## src/rtl/smac_pkg.sv

```systemverilog
// Package: shared types and latency-to-structure mapping for the multiply-accumulate unit.
// Assumes the latency parameter is in the range 1..4.
package smac_pkg;

    // Control strobes that travel with each operand pair.
    typedef struct packed {
        logic load;
        logic add;
        logic cin;
    } smac_ctrl_t;

    localparam int unsigned SMAC_CTRL_W = 3;

    // Number of register stages placed on the operand inputs.
    function automatic int unsigned smac_in_stages(input int unsigned lat);
        return (lat >= 4) ? 2 : ((lat >= 2) ? 1 : 0);
    endfunction

    // Number of register stages placed right after the multiplier.
    function automatic int unsigned smac_prod_stages(input int unsigned lat);
        return (lat >= 3) ? 1 : 0;
    endfunction

endpackage

```

## src/rtl/smac_delay.sv

```systemverilog
// Module: smac_delay
// A clock-enabled shift line DEPTH registers long for a W-bit bundle.
// Assumes DEPTH >= 1. Synchronous active-low reset clears every stage to zero.
module smac_delay #(
    parameter int unsigned W     = 8,
    parameter int unsigned DEPTH = 1
) (
    input  logic         clk,
    input  logic         rst_n,
    input  logic         ce_i,
    input  logic [W-1:0] d_i,
    output logic [W-1:0] q_o
);

    logic [W-1:0] stg_q [DEPTH];

    // Shift the bundle one stage per enabled edge.
    always_ff @(posedge clk) begin
        if (!rst_n) begin
            for (int i = 0; i < int'(DEPTH); i++) begin
                stg_q[i] <= '0;
            end
        end else if (ce_i) begin
            stg_q[0] <= d_i;
            for (int i = 1; i < int'(DEPTH); i++) begin
                stg_q[i] <= stg_q[i-1];
            end
        end
    end

    assign q_o = stg_q[DEPTH-1];

    // a stalled line keeps its output.
    p_line_hold_r5: assert property (@(posedge clk) disable iff (!rst_n)
        !ce_i |=> $stable(q_o));

endmodule

```

## src/rtl/smac_mult.sv

```systemverilog
// Module: smac_mult
// Combinational signed multiplier that gives the full-width A_W+B_W product.
// Assumes both operands are two's-complement numbers.
module smac_mult #(
    parameter int unsigned A_W = 25,
    parameter int unsigned B_W = 18,
    localparam int unsigned P_W = A_W + B_W
) (
    input  logic [A_W-1:0] a_i,
    input  logic [B_W-1:0] b_i,
    output logic [P_W-1:0] prod_o
);

    logic signed [P_W-1:0] a_ext;
    logic signed [P_W-1:0] b_ext;

    // Sign-extend both operands to the product width, then multiply.
    always_comb begin
        a_ext  = $signed({{B_W{a_i[A_W-1]}}, a_i});
        b_ext  = $signed({{A_W{b_i[B_W-1]}}, b_i});
        prod_o = a_ext * b_ext;
    end

endmodule

```

## src/rtl/smac_accum.sv

```systemverilog
// Module: smac_accum
// Accumulator register: adds, subtracts or loads the incoming product.
// Assumes the product, controls and seed arriving here are already aligned.
// The total wraps modulo 2^P_W.
module smac_accum
    import smac_pkg::*;
#(
    parameter int unsigned P_W = 43
) (
    input  logic           clk,
    input  logic           rst_n,
    input  logic           ce_i,
    input  logic [P_W-1:0] prod_i,
    input  smac_ctrl_t     ctrl_i,
    input  logic [P_W-1:0] pre_i,
    output logic [P_W-1:0] acc_o
);

    logic [P_W-1:0] acc_q;
    logic [P_W-1:0] addend;
    logic [P_W-1:0] acc_nxt;

    // Pick the next total from load, add or subtract.
    always_comb begin
        addend = prod_i + {{(P_W-1){1'b0}}, ctrl_i.cin};
        if (ctrl_i.load) begin
            acc_nxt = prod_i + pre_i;
        end else if (ctrl_i.add) begin
            acc_nxt = acc_q + addend;
        end else begin
            acc_nxt = acc_q - addend;
        end
    end

    // Accumulator register with synchronous reset and clock enable.
    always_ff @(posedge clk) begin
        if (!rst_n) begin
            acc_q <= '0;
        end else if (ce_i) begin
            acc_q <= acc_nxt;
        end
    end

    assign acc_o = acc_q;

    // a load takes product plus seed.
    p_load_seed_r4: assert property (@(posedge clk) disable iff (!rst_n)
        ce_i && ctrl_i.load |=> acc_o == $past(prod_i) + $past(pre_i));

    // add mode grows the total by product and carry.
    p_add_step_r2: assert property (@(posedge clk) disable iff (!rst_n)
        ce_i && !ctrl_i.load && ctrl_i.add |=>
        acc_o == $past(acc_o) + $past(prod_i) + {{(P_W-1){1'b0}}, $past(ctrl_i.cin)});

    // subtract mode takes product and carry away.
    p_sub_step_r3: assert property (@(posedge clk) disable iff (!rst_n)
        ce_i && !ctrl_i.load && !ctrl_i.add |=>
        acc_o == $past(acc_o) - $past(prod_i) - {{(P_W-1){1'b0}}, $past(ctrl_i.cin)});

endmodule

```

## src/rtl/smac_pipe.sv

```systemverilog
// Module: smac_pipe (top)
// Pipelined signed multiply-accumulate unit.
// LATENCY (1..4) places 0, 1 or 2 operand stages and an optional product stage.
// The accumulator is always the last stage. Controls and seed travel with their
// operands. Assumes A_W in 1..25, B_W in 1..18, A_W+B_W >= 2.
module smac_pipe
    import smac_pkg::*;
#(
    parameter int unsigned A_W     = 25,
    parameter int unsigned B_W     = 18,
    parameter int unsigned LATENCY = 3,
    localparam int unsigned P_W    = A_W + B_W
) (
    input  logic           clk,
    input  logic           rst_n,
    input  logic           ce_i,
    input  logic [A_W-1:0] a_i,
    input  logic [B_W-1:0] b_i,
    input  logic           add_i,
    input  logic           cin_i,
    input  logic           load_i,
    input  logic [P_W-1:0] preload_i,
    output logic [P_W-1:0] acc_o
);

    localparam int unsigned IN_ST = smac_in_stages(LATENCY);
    localparam int unsigned PR_ST = smac_prod_stages(LATENCY);
    localparam int unsigned OPV_W = A_W + B_W + SMAC_CTRL_W + P_W;
    localparam int unsigned PRV_W = P_W + SMAC_CTRL_W + P_W;

    smac_ctrl_t       ctrl_in;
    logic [OPV_W-1:0] opv_in;
    logic [OPV_W-1:0] opv_st;
    logic [A_W-1:0]   a_st;
    logic [B_W-1:0]   b_st;
    smac_ctrl_t       ctrl_st;
    logic [P_W-1:0]   pre_st;
    logic [P_W-1:0]   prod_raw;
    logic [PRV_W-1:0] prv_in;
    logic [PRV_W-1:0] prv_st;
    logic [P_W-1:0]   prod_al;
    smac_ctrl_t       ctrl_al;
    logic [P_W-1:0]   pre_al;

    // Bundle operands, controls and seed so they move as one.
    always_comb begin
        ctrl_in.load = load_i;
        ctrl_in.add  = add_i;
        ctrl_in.cin  = cin_i;
        opv_in       = {a_i, b_i, ctrl_in, preload_i};
    end

    // Operand stages: none, one or two, chosen by LATENCY.
    generate
        if (IN_ST > 0) begin : g_in_reg
            smac_delay #(.W(OPV_W), .DEPTH(IN_ST)) u_in_dly (
                .clk   (clk),
                .rst_n (rst_n),
                .ce_i  (ce_i),
                .d_i   (opv_in),
                .q_o   (opv_st)
            );
        end else begin : g_in_thru
            assign opv_st = opv_in;
        end
    endgenerate

    // Unpack the staged operand bundle.
    assign {a_st, b_st, ctrl_st, pre_st} = opv_st;

    smac_mult #(.A_W(A_W), .B_W(B_W)) u_mult (
        .a_i    (a_st),
        .b_i    (b_st),
        .prod_o (prod_raw)
    );

    // Carry controls and seed alongside the product.
    assign prv_in = {prod_raw, ctrl_st, pre_st};

    // Optional product stage, present for LATENCY 3 and 4.
    generate
        if (PR_ST > 0) begin : g_prod_reg
            smac_delay #(.W(PRV_W), .DEPTH(PR_ST)) u_prod_dly (
                .clk   (clk),
                .rst_n (rst_n),
                .ce_i  (ce_i),
                .d_i   (prv_in),
                .q_o   (prv_st)
            );
        end else begin : g_prod_thru
            assign prv_st = prv_in;
        end
    endgenerate

    // Unpack the aligned product bundle.
    assign {prod_al, ctrl_al, pre_al} = prv_st;

    smac_accum #(.P_W(P_W)) u_acc (
        .clk    (clk),
        .rst_n  (rst_n),
        .ce_i   (ce_i),
        .prod_i (prod_al),
        .ctrl_i (ctrl_al),
        .pre_i  (pre_al),
        .acc_o  (acc_o)
    );

    // reset clears the output whatever the enable.
    p_reset_clear_r1: assert property (@(posedge clk)
        !rst_n |=> acc_o == '0);

    // no output change while the enable is low.
    p_stall_hold_r5: assert property (@(posedge clk) disable iff (!rst_n)
        !ce_i |=> $stable(acc_o));

endmodule

```

## config.mk

```make
export PLATFORM = sky130hd
export DESIGN_NAME = smac_pipe
export DESIGN_NICKNAME = d
export VERILOG_FILES = /design/src/rtl/smac_pkg.sv /design/src/rtl/smac_delay.sv /design/src/rtl/smac_mult.sv /design/src/rtl/smac_accum.sv /design/src/rtl/smac_pipe.sv
export SDC_FILE = /design/constraint.sdc
export NUM_CORES = 2
export LEC_CHECK = 0
export CORE_MARGIN = 3
export CORE_UTILIZATION = 35
export CTS_BUF_LIST = sky130_fd_sc_hd__clkbuf_16
export DETAILED_ROUTE_END_ITERATION = 10
export PLACE_DENSITY = 0.58
export SLEW_MARGIN = 20
export SYNTH_ARGS = -nofsm -noshare
export SYNTH_HDL_FRONTEND = slang
export SYNTH_HIERARCHICAL = 1
export SYNTH_SLANG_ARGS = --single-unit
```

## constraint.sdc

```tcl
create_clock -name clk -period 7.77 [get_ports clk]
set_input_delay 2.331 -clock clk [delete_from_list [all_inputs] [get_ports clk]]
set_output_delay 2.331 -clock clk [all_outputs]
set_load 0.1 [all_outputs]
```

# == Yosys cells after proc, flatten, opt, wreduce, memory -nomap -nowiden ==
# Memories as Yosys holds them, arrays and structs flattened.
# Index checks and enable logic that the tools add are counted.
# totals
regBits,43
ram_bits,178
input_bits,92
out_inout_bits,43
word_cells,20
n_memories,2
# mem_list
name,words,word_bits,rd,rd_clocked_by_memory_dff,wr,line_no,source
g_in_reg.u_in_dly.stg_q,1,89,1,0,1,smac_delay.sv:15,logic [W-1:0] stg_q [DEPTH];
g_prod_reg.u_prod_dly.stg_q,1,89,1,0,1,smac_delay.sv:15,
# classes
add_sub_neg,4
n_mul,1
mux,10
n_reduce_logical,2
# op_table
cell,count
$mux 89,2
$reduce_or 89->1,2
$add 43x43->43,2
$mux 43,2
$add 43x1->43,1
$mul 25x18->43,1
$sub 43x43->43,1
$mux 1,6

# == Depth between registers and ports, before layout ==
# logic_depth
ltp_word,5
ltp_mapped,25
ltp_nobuf,24

# == Cells and area by module ==
# The synthesis kept the hierarchy.
# by_module_without_submodules
mod,instances,cells_per_inst,area_per_inst_um2,seq_area_each_um2
smac_mult,1,1785,15831.4,0.0
smac_accum,1,1207,8762.2,860.8
smac_delay,2,198,3333.2,2672.6

# == Worst setup path after synthesis ==
# No wires, ideal clock.
# synth_timing
path_kind,register -> register
start,memory g_in_reg.u_in_dly/stg_q[0][88] (netlist name)
end,memory g_prod_reg.u_prod_dly/stg_q[0][87] (netlist name) (data pin)
setup_time_ps,255
arrival_time_ps,5932
required_ps,7515
setup_slack_ps,1583
stages_incl_launch_ff,25
n_path_buf,1
synth_period_minus_slack_ps,6187
path_cell_list,edfxtp_1 clkbuf_1 nand2_1 inv_1 fa_1 inv_1 fa_1 inv_1 fa_1 fa_1 fa_1 inv_1 fa_1 inv_1 ha_1 a21o_1 a31o_1 a31o_1 a21o_1 a21oi_1 o31ai_1 o211ai_1 nand2_1 xnor2_1 and3_1
# synth_between
elab_chain_len,3
# synth_lines
element,line_no,source
from (decl),smac_delay.sv:15,
$mem_v2 1x89,n/a,
$mul 25x18->43,smac_mult.sv:21,prod_o = a_ext * b_ext;
named net prod_raw[41],smac_pipe.sv:38,logic [P_W-1:0] prod_raw;
$mux 89 (no line),n/a,
to (decl),smac_delay.sv:15,
# The timed path passes the listed nets, and every way through them passes these cells.

# == Worst setup path after layout ==
# layout_timing
start,memory g_in_reg.u_in_dly/stg_q[0][47] (netlist name)
end,memory g_prod_reg.u_prod_dly/stg_q[0][87] (netlist name) (data pin)
# Same word-level chain as after synthesis.

==> flow_metrics.py <==
metrics = {
    "setup_path": {
        "cp-end-kind": "flop",
        "critPathRequiredTime_ns": 8.12,
        "cp_max_fo": 25,
        "crit_arrival_ns": 7.50,
        "cp-start-kind": "flop",
        "criticalPathCategory": "reg2reg",
        "worstSetupStartpoint": "g_in_reg.u_in_dly/stg_q[0][47]",
        "timing.rr.start": "g_in_reg.u_in_dly/stg_q[0][47]",
    },
    "job": {
        "drv_cap": 0,
    },
    "final_layout": {
        "diodes": 0,
        "drive_gt1_share_pct": 3.36,
        "fin_nets": 4136,
        "final_common_cell": "inv_1",
        "final_cell_mix": "538 x inv_1, 443 x fa_1, 354 x nand2_1",
        "areaGrowthSynthToFinish_pct": 9.60,
    },
    "clock_tree": {
        "clk_latency_ns": 0.60,
        "cts.sinks": 221,
        "cts_made_buffers": 27,
        "post-cts-setup-buffers": 0,
        "clkTransAtPathRegs_ns": 0.06,
        "root_buffer": "clkbuf_16",
        "htreeDepth": 1,
        "clk_path_buf_depth": 3,
        "cts_hold_buffers": 0,
        "cts_resized": 0,
        "cts_tree": "done",
    },
    "place": {
        "place_congestion": 0.907,
        "io_buffers": 134,
        "hpwl_um": 65800,
    },
    "synth": {
        "synth-seq-area-share_pct": 19.9,
        "synth_nets": 4120,
        "syn_area_per_cell_um2": 9.23,
        "async_flop_share_pct": 0,
        "syn-cell-area_um2": 31300,
        "ys_ff_latch": 221,
        "synth-edff-count": 178,
        "ys.warnings.count": 6,
        "ys_types": 101,
        "synthCells": 3388,
        "synthFlopType": "edfxtp_1",
    },
    "sta": {
        "fmax_mhz": 140,
        "max_slew_margin_pct": 30.5,
        "rsz0062_at_grt": "false",
        "tns_ns": 0,
        "period_minus_slack_ns": 7.15,
        "finClkSkew_ns": 0.0244,
        "setup_violations": 0,
        "finalCritPeriodShare_pct": 92.0,
        "hold_viol": 0,
        "slew_viol_final": 0,
        "worstMarginPinSlew_ns": 1.04,
    },
    "floorplan": {
        "ios": 135,
        "coreArea_um2": 87700,
        "die-area_um2": 92900,
        "die-width_um": 305,
        "num_rows": 108,
        "die_y_um": 305,
        "start_util_pct": 35.6,
    },
    "detailed_routing": {
        "via_per_inst": 5.08,
        "wirelength_um": 82900,
        "wire_per_inst_um": 18.1,
        "vias": 23300,
        "drc": 0,
        "final_antenna_net_count": 0,
        "first_pass_iters": 5,
        "drt-initial-drc-count": 1417,
    },
    "worst_hold_path": {
        "hold_path_class": "reg2reg",
        "min_from": "u_acc/acc_o[0]",
    },
    "pwr": {
        "power_density_nw_per_um2": 390,
        "peakVddDrop_uv": 329,
        "power_mw": 13.4,
        "power_leakage_nw": 15.8,
    },
    "global_routing": {
        "grt_util_all_layers_pct": 17.8,
        "grt_first_pass_wirelength_um": 133000,
        "grt-ovfl-total": 0,
        "grt_pass1_vias": 23600,
        "antenna_found_initial": 3,
        "grt_max_degree": 108,
    },
    "outcome": {
        "outcome": "complete, no violations",
    },
}
cell usage after synthesis (15+ instances only):
| library cell | n | area share (%) |
|---|---|---|
| a31oi_1 | 28 | 0.56 |
| o21ai_0 | 91 | 1.5 |
| clkbuf_2 | 18 | 0.29 |
| o21bai_1 | 18 | 0.43 |
| edfxtp_1 | 178 | 17 |
| a21o_1 | 57 | 1.4 |
| ha_1 | 197 | 7.9 |
| and2_1 | 175 | 3.5 |
| nand3_1 | 62 | 0.99 |
| fa_1 | 443 | 28 |
| mux2i_1 | 16 | 0.51 |
| nand4_1 | 23 | 0.46 |
| nor3_1 | 33 | 0.53 |
| and3_1 | 209 | 4.2 |
| o211ai_1 | 16 | 0.38 |
| inv_1 | 533 | 6.4 |
| a21oi_1 | 161 | 2.6 |
| nand2b_1 | 22 | 0.44 |
| buf_2 | 24 | 0.38 |
| nand2_1 | 354 | 4.3 |
| xnor2_1 | 134 | 3.8 |
| a211oi_1 | 23 | 0.55 |
| clkbuf_1 | 106 | 1.3 |
| xor2_1 | 61 | 1.7 |
| nor2_1 | 140 | 1.7 |
| dfxtp_1 | 43 | 2.8 |
| o21a_1 | 15 | 0.36 |
| nor2b_1 | 16 | 0.32 |
kinds of logic (layout without fill, tap and decap cells):
| group | count (synthesis) | after routing | synth area share [%] |
|---|---|---|---|
| AO/OA/AOI/OAI | 507 | 507 | 10.5 |
| XOR/XNOR | 195 | 195 | 5.46 |
| adder cells (fa/ha/maj) | 640 | 640 | 36.3 |
| buffers and inverters | 703 | 739 | 9.07 |
| flip-flops | 221 | 221 | 19.9 |
| multiplexers | 19 | 19 | 0.632 |
| AND/OR/NAND/NOR | 1103 | 1103 | 18.2 |
path summary, 6_finish.rpt:
path / to / slack, ns / cells past startpoint
min reg2reg: u_acc/acc_o[0] / 0.51 / 2
min: u_acc/acc_o[0] / 0.51 / 2
max reg2reg: g_prod_reg.u_prod_dly/stg_q[0][87] / 0.62 / 20
max: g_prod_reg.u_prod_dly/stg_q[0][87] / 0.62 / 20
final cells by class:
cell class | instances | area [um2]
Clock buffer | 27 | 676
Multi-Input combinational cell | 2464 | 22200
Sequential cell | 221 | 6210
Clock inverter | 22 | 183
Fill cell | 8756 | 53400
Timing Repair Buffer | 157 | 1520
Tap cell | 1155 | 1450
Inverter | 533 | 2000
state kept, by name, indices dropped and copies added (netlist names):
| signal | cells |
|---|---|
| g_prod_reg.u_prod_dly/stg_q | 89 |
| u_acc/acc_o | 43 |
| g_in_reg.u_in_dly/stg_q | 89 |
per-stage QoR:
step	area [um2]	utilization [%]	cells	hold WS, ns	setup WS [ns]
after detailed placement	33400	38.1	4530	0.506	0.657
after floorplan	31300	-	3388	0.535	1.58
after global routing	34300	39.1	4579	0.533	0.273
after global placement	33400	38.1	4530	0.500	0.623
final	34300	39.1	4579	0.511	0.623
after CTS	34300	39.1	4579	0.514	0.638
metal layers:
layer | global-route usage [%] | up-vias | part of all wire [%]
met5 | 0 | - | 0
li1 | - | 11100 | -
met3 | 1.97 | 68 | 5.4
met2 | 27.1 | 633 | 43
met4 | 3.29 | 0 | 1.8
met1 | 27.3 | 11500 | 50
critical path, stage by stage (launching register included):
cell	delay, ns
edfxtp_1	1.02
and2_1	0.31
fa_1	0.56
fa_1	0.54
ha_1	0.50
inv_1	0.24
fa_1	0.53
inv_1	0.06
fa_1	0.55
fa_1	0.43
ha_1	0.36
a21oi_1	0.27
o21ai_0	0.18
a31o_1	0.21
a21o_1	0.17
a21oi_1	0.19
o31ai_1	0.17
o211ai_1	0.23
nand2_1	0.09
xnor2_1	0.12
and3_1	0.18
power breakdown:
part / total (mW) / internal [mW] / switching (mW)
sequential: 1.98 / 1.59 / 0.388
clock: 1.24 / 0.701 / 0.538
combinational: 10.1 / 4.26 / 5.88
total: 13.4 / 6.55 / 6.81
(Power assumes the default switching activity.)
